`src/rtl/i2s_rx_pkg.sv`:
```
package i2s_rx_pkg;

    localparam int unsigned DEF_SAMPLE_W = 24;
    localparam int unsigned DEF_SLOTS    = 32;

    typedef enum logic {
        CH_LEFT  = 1'b0,
        CH_RIGHT = 1'b1
    } chan_e;

    function automatic int unsigned cnt_width(input int unsigned slots);
        return $clog2(slots + 1);
    endfunction

endpackage

```
`src/rtl/i2s_fs_track.sv`:
```
module i2s_fs_track
    import i2s_rx_pkg::*;
(
    input  logic  clk,
    input  logic  rst,
    input  logic  fs,
    output logic  fs_change,
    output chan_e fs_chan
);
    logic fs_q;

    always_ff @(posedge clk) begin
        if (rst) fs_q <= 1'b0;
        else     fs_q <= fs;
    end

    assign fs_change = fs ^ fs_q;
    assign fs_chan   = chan_e'(fs);
endmodule

```
`src/rtl/i2s_slot_ctr.sv`:
```
module i2s_slot_ctr #(
    parameter int unsigned SLOTS    = 32,
    parameter int unsigned SAMPLE_W = 24,
    parameter int unsigned CNT_W    = 6
) (
    input  logic             clk,
    input  logic             rst,
    input  logic             restart,
    output logic [CNT_W-1:0] cnt,
    output logic             take,
    output logic             last
);
    localparam logic [CNT_W-1:0] LIM    = CNT_W'(SLOTS);
    localparam logic [CNT_W-1:0] DLIM   = CNT_W'(SAMPLE_W);
    localparam logic [CNT_W-1:0] DFINAL = CNT_W'(SAMPLE_W - 1);

    logic armed;

    always_ff @(posedge clk) begin
        if (rst) begin
            armed <= 1'b0;
            cnt   <= '0;
        end else if (restart) begin
            armed <= 1'b1;
            cnt   <= '0;
        end else if (armed && cnt < LIM) begin
            cnt <= cnt + 1'b1;
        end
    end

    assign take = armed && !restart && (cnt < DLIM);
    assign last = take && (cnt == DFINAL);
endmodule

```
`src/rtl/i2s_word_shift.sv`:
```
module i2s_word_shift #(
    parameter int unsigned SAMPLE_W = 24
) (
    input  logic                clk,
    input  logic                rst,
    input  logic                clear,
    input  logic                take,
    input  logic                din,
    output logic [SAMPLE_W-1:0] word_next
);
    generate
        if (SAMPLE_W > 1) begin : g_multi
            logic [SAMPLE_W-2:0] sh;
            always_ff @(posedge clk) begin
                if (rst || clear) sh <= '0;
                else if (take)    sh <= {sh[SAMPLE_W-3:0], din};
            end
            assign word_next = {sh, din};
        end else begin : g_single
            assign word_next = din;
        end
    endgenerate
endmodule

```
`src/rtl/i2s_stereo_rx.sv`:
```
module i2s_stereo_rx
    import i2s_rx_pkg::*;
#(
    parameter int unsigned SAMPLE_W = DEF_SAMPLE_W,
    parameter int unsigned SLOTS    = DEF_SLOTS
) (
    input  logic                bit_clk,
    input  logic                rst,
    input  logic                frame_sync,
    input  logic                ser_data,
    output logic [SAMPLE_W-1:0] left_out,
    output logic [SAMPLE_W-1:0] right_out,
    output logic                pair_valid
);
    localparam int unsigned CNT_W = cnt_width(SLOTS);

    logic                fs_change;
    chan_e               fs_chan;
    chan_e               chan_q;
    logic [CNT_W-1:0]    slot_cnt;
    logic                take;
    logic                last;
    logic [SAMPLE_W-1:0] word_next;
    logic [SAMPLE_W-1:0] left_hold;

    i2s_fs_track u_fs (
        .clk       (bit_clk),
        .rst       (rst),
        .fs        (frame_sync),
        .fs_change (fs_change),
        .fs_chan   (fs_chan)
    );

    i2s_slot_ctr #(
        .SLOTS    (SLOTS),
        .SAMPLE_W (SAMPLE_W),
        .CNT_W    (CNT_W)
    ) u_ctr (
        .clk     (bit_clk),
        .rst     (rst),
        .restart (fs_change),
        .cnt     (slot_cnt),
        .take    (take),
        .last    (last)
    );

    i2s_word_shift #(
        .SAMPLE_W (SAMPLE_W)
    ) u_shift (
        .clk       (bit_clk),
        .rst       (rst),
        .clear     (fs_change),
        .take      (take),
        .din       (ser_data),
        .word_next (word_next)
    );

    always_ff @(posedge bit_clk) begin
        if (rst) begin
            chan_q     <= CH_LEFT;
            left_hold  <= '0;
            left_out   <= '0;
            right_out  <= '0;
            pair_valid <= 1'b0;
        end else begin
            pair_valid <= 1'b0;
            if (fs_change) chan_q <= fs_chan;
            if (last) begin
                if (chan_q == CH_LEFT) begin
                    left_hold <= word_next;
                end else begin
                    left_out   <= left_hold;
                    right_out  <= word_next;
                    pair_valid <= 1'b1;
                end
            end
        end
    end
endmodule

```
`config.mk`:
```
export PLATFORM = sky130hd
export DESIGN_NAME = i2s_stereo_rx
export DESIGN_NICKNAME = d
export VERILOG_FILES = /design/src/rtl/i2s_rx_pkg.sv /design/src/rtl/i2s_fs_track.sv /design/src/rtl/i2s_slot_ctr.sv /design/src/rtl/i2s_word_shift.sv /design/src/rtl/i2s_stereo_rx.sv
export SDC_FILE = /design/constraint.sdc
export NUM_CORES = 1
export LEC_CHECK = 0
export ABC_AREA = 1
export ABC_CLOCK_PERIOD_IN_PS = 1800
export BUFFER_PORTS_ARGS = -buffer_cell sky130_fd_sc_hd__clkbuf_2
export CORE_MARGIN = 2
export CORE_UTILIZATION = 24
export DETAILED_ROUTE_END_ITERATION = 16
export GPL_TIMING_DRIVEN = 0
export PLACE_DENSITY_LB_ADDON = 0.12
export SYNTH_ARGS = -nofsm -noshare
export SYNTH_HDL_FRONTEND = slang
export SYNTH_SLANG_ARGS = --single-unit
export TNS_END_PERCENT = 100
```
`constraint.sdc`:
```
create_clock -name bit_clk -period 1.8 [get_ports bit_clk]
set_clock_uncertainty 0.05 [all_clocks]
set_input_delay 0 -clock bit_clk [delete_from_list [all_inputs] [get_ports bit_clk]]
set_output_delay 0 -clock bit_clk [all_outputs]
set_load 0.01 [all_outputs]
```
==> flow_summary.json <==
{
  "drive_gt1_frac": 0.1405,
  "grtUsageMet2": 0.1825,
  "grt_pass1_wl_mm": 20.27,
  "ys_warn_count": 0,
  "start_util": 0.2426,
  "cts_made_buffers": 9,
  "dr.pass1.iters": 4,
  "rsz0062_at_grt": "true",
  "die_area_mm2": 0.02061,
  "cp.required_ns": 2.04,
  "clkLatencyLatePin_ns": 0.36,
  "die_height_um": 143.6,
  "grt_pass1_vias": 3897,
  "dp_hpwl_mm": 8.974,
  "grt-ovfl-total": 0,
  "synth_nets": 707,
  "nFillCells": 2261,
  "maxCapViolCount": 0,
  "r2r-start": "u_ctr.armed",
  "synth_flop_cell": "dfxtp_1",
  "synth_cell_types": 22,
  "fp.dieW_um": 143.6,
  "clock_sinks": 105,
  "drt_iter0_drc": 151,
  "hold_violations": 0,
  "htree_levels": 3,
  "crit_start": "u_ctr.armed",
  "ys_async_sr_fraction": 0,
  "finalNetCount": 776,
  "hold_class": "in2reg",
  "wl_per_cell_um": 11.66,
  "vias": 4009,
  "syn-mean-instance-area_um2": 6.659,
  "p_total_uw": 4654,
  "diodes": 0,
  "irDropWorstVdd_mv": 0.4630,
  "power_density_mw_per_mm2": 816.6,
  "portBuffers": 52,
  "arrival_ns": 1.93,
  "fin_util": 0.2957,
  "rows": 51,
  "post-route-period-util": 0.9393,
  "synth_top_area_frac": 0.4497,
  "gr-usage-met3": 0.01999,
  "synth-edff-count": 0,
  "slew_viol_final": 0,
  "gp_congestion": 0.7520,
  "coreArea_mm2": 0.01927,
  "fin_hold_ws_ns": 0.3533,
  "area_delta_synth_final_pct": 21.92,
  "clk_path_buf_depth": 2,
  "boundaryPins": 53,
  "antenna_found_initial": 0,
  "cts_tree": "done",
  "ant_nets": 0,
  "syn_area_mm2": 0.004674,
  "drc_errors": 0,
  "cp-start-kind": "flip-flop",
  "worstReg2RegEnd": "left_out[16]",
  "grt_max_degree": 18,
  "yosys-top-cells-area": "dfxtp_1 45%, inv_1 14%, nand2_1 13%",
  "rrSetupSlack_ns": 0.11,
  "yosysTopAreaCell": "dfxtp_1",
  "path_class": "reg2reg",
  "endpoint_kind": "flip-flop",
  "run_status": "completed",
  "slew_headroom": 0.6641,
  "crit_end": "left_out[16]",
  "busiest_layer": "met1",
  "tightest_slew_ns": 0.5038,
  "wl_mm": 12.14,
  "grt_usage": 0.1264,
  "ys_seq_area_frac": 0.4497,
  "leakagePower_uw": 0.002622,
  "path_clk_slew_ns": 0.08,
  "cts_root_buffer": "clkbuf_16",
  "reg2reg_depth": 10,
  "path_max_fanout": 10,
  "synthesis.instances": 702,
  "via_per_inst": 3.851,
  "met1_usage": 0.1844,
  "fmax_mhz": 591.5,
  "finalSetupViolations": 0,
  "ys_seq_elements": 105,
  "finalCriticalPeriod_ns": 1.691
}
[area by class of cell]
cell class | count | area, µm² | share of cell area
flip-flops and latches | 105 | 2102 | 0.3688
multi-input cells | 373 | 1727 | 0.3030
inverters | 181 | 679.4 | 0.1192
well taps | 265 | 331.6 | 0.05818
clock buffers | 11 | 252.7 | 0.04435
plain buffers | 43 | 252.7 | 0.04435
clock inverters | 5 | 38.79 | 0.006806
repair buffers | 58 | 315.3 | 0.05532
[logic make-up (layout without fill, tap and decap cells)]
group,after synthesis,in the layout,synth area share
compound gates,54,54,0.05781
fa+ha+maj,1,1,0.002676
simple gates,317,317,0.3011
xor+xnor,1,1,0.001874
flops,105,105,0.4497
buf+inv,224,298,0.1868
[metal layers]
metal,part of all wire,vias to the layer above
met5,0,-
met2,0.42,59
met3,0.039,7
met1,0.54,1696
li1,-,2247
met4,0.0068,0
[cells in the final DEF (no fill, tap or decap), types with 5 or more instances in the layout]
cell type  instances
buf_4             11
inv_1            178
clkbuf_16          9
nor2_1            79
nand2_1          157
nand4_1           72
a21oi_1           28
buf_1              6
clkbuf_2          61
o21ai_0           26
clkbuf_4           5
clkbuf_1           7
dfxtp_1          105
[worst min path at each step]
stage / start / endpoint / slack, ns / cells after the start
after floorplan: rst / u_fs.fs_q / 0.02 / 1
after global placement: frame_sync / u_fs.fs_q / 0.18 / 3
after detailed placement: frame_sync / u_fs.fs_q / 0.18 / 3
after CTS: rst / pair_valid / 0.34 / 3
after global routing: rst / pair_valid / 0.36 / 3
final: rst / pair_valid / 0.35 / 3
[report_power, final]
part           leakage [µW]  total [µW]  internal [µW]  switching, µW
logic               0.00163         333           93.9            239
clock network      0.000142        1950           1020            925
registers          0.000849        2370           2350           18.6
total               0.00262        4650           3470           1180
[timing repair]
item                                   in CTS  in global routing
endpoints found under the hold margin       8                  0
hold buffers                                4                  0
setup endpoints to repair                  63                 91
setup buffers                               0                  2
resized for setup                          15                 28
pin swaps                                   0                  1
[metrics by stage]
| stage | instances | area (µm²) | setup slack (ns) | setup TNS, ns |
|---|---|---|---|---|
| global placement | 1019 | 5266 | -0.1659 | -5.370 |
| floorplan | 702 | 4674 | 0.2605 | 0 |
| CTS | 1039 | 5633 | -0.01296 | -0.04593 |
| global route | 1041 | 5699 | -0.04169 | -0.2848 |
| finish | 1041 | 5699 | 0.1093 | 0 |
| detailed placement | 1019 | 5266 | -0.1864 | -5.606 |
[critical path, cell delays in order (launching register included)]
cell	delay [ns]
dfxtp_1	0.34
inv_1	0.08
nor2_4	0.16
nand2_4	0.11
nor2_4	0.19
nand3_4	0.14
buf_4	0.23
buf_6	0.15
nand2_1	0.05
inv_1	0.03
nor2_1	0.08
[synthesized netlist by cell type (2+ instances only)]
master    instances
inv_1           178
nand2_1         157
dfxtp_1         105
nor2_1           80
nand4_1          72
a21oi_1          28
o21ai_0          26
clkbuf_1         16
buf_2            14
buf_1            10
buf_4             2
inv_2             2
nand3_2           2
nor2_4            2
[state kept, by name, indices dropped and copies added (netlist names)]
register and cells:
chan_q 1, u_fs.fs_q 1, right_out 24, u_ctr.armed 1
pair_valid 1, u_shift.g_multi.sh 23, left_out 24, left_hold 24
u_ctr.cnt 6
Note: power is estimated with default switching activity, not from simulation.
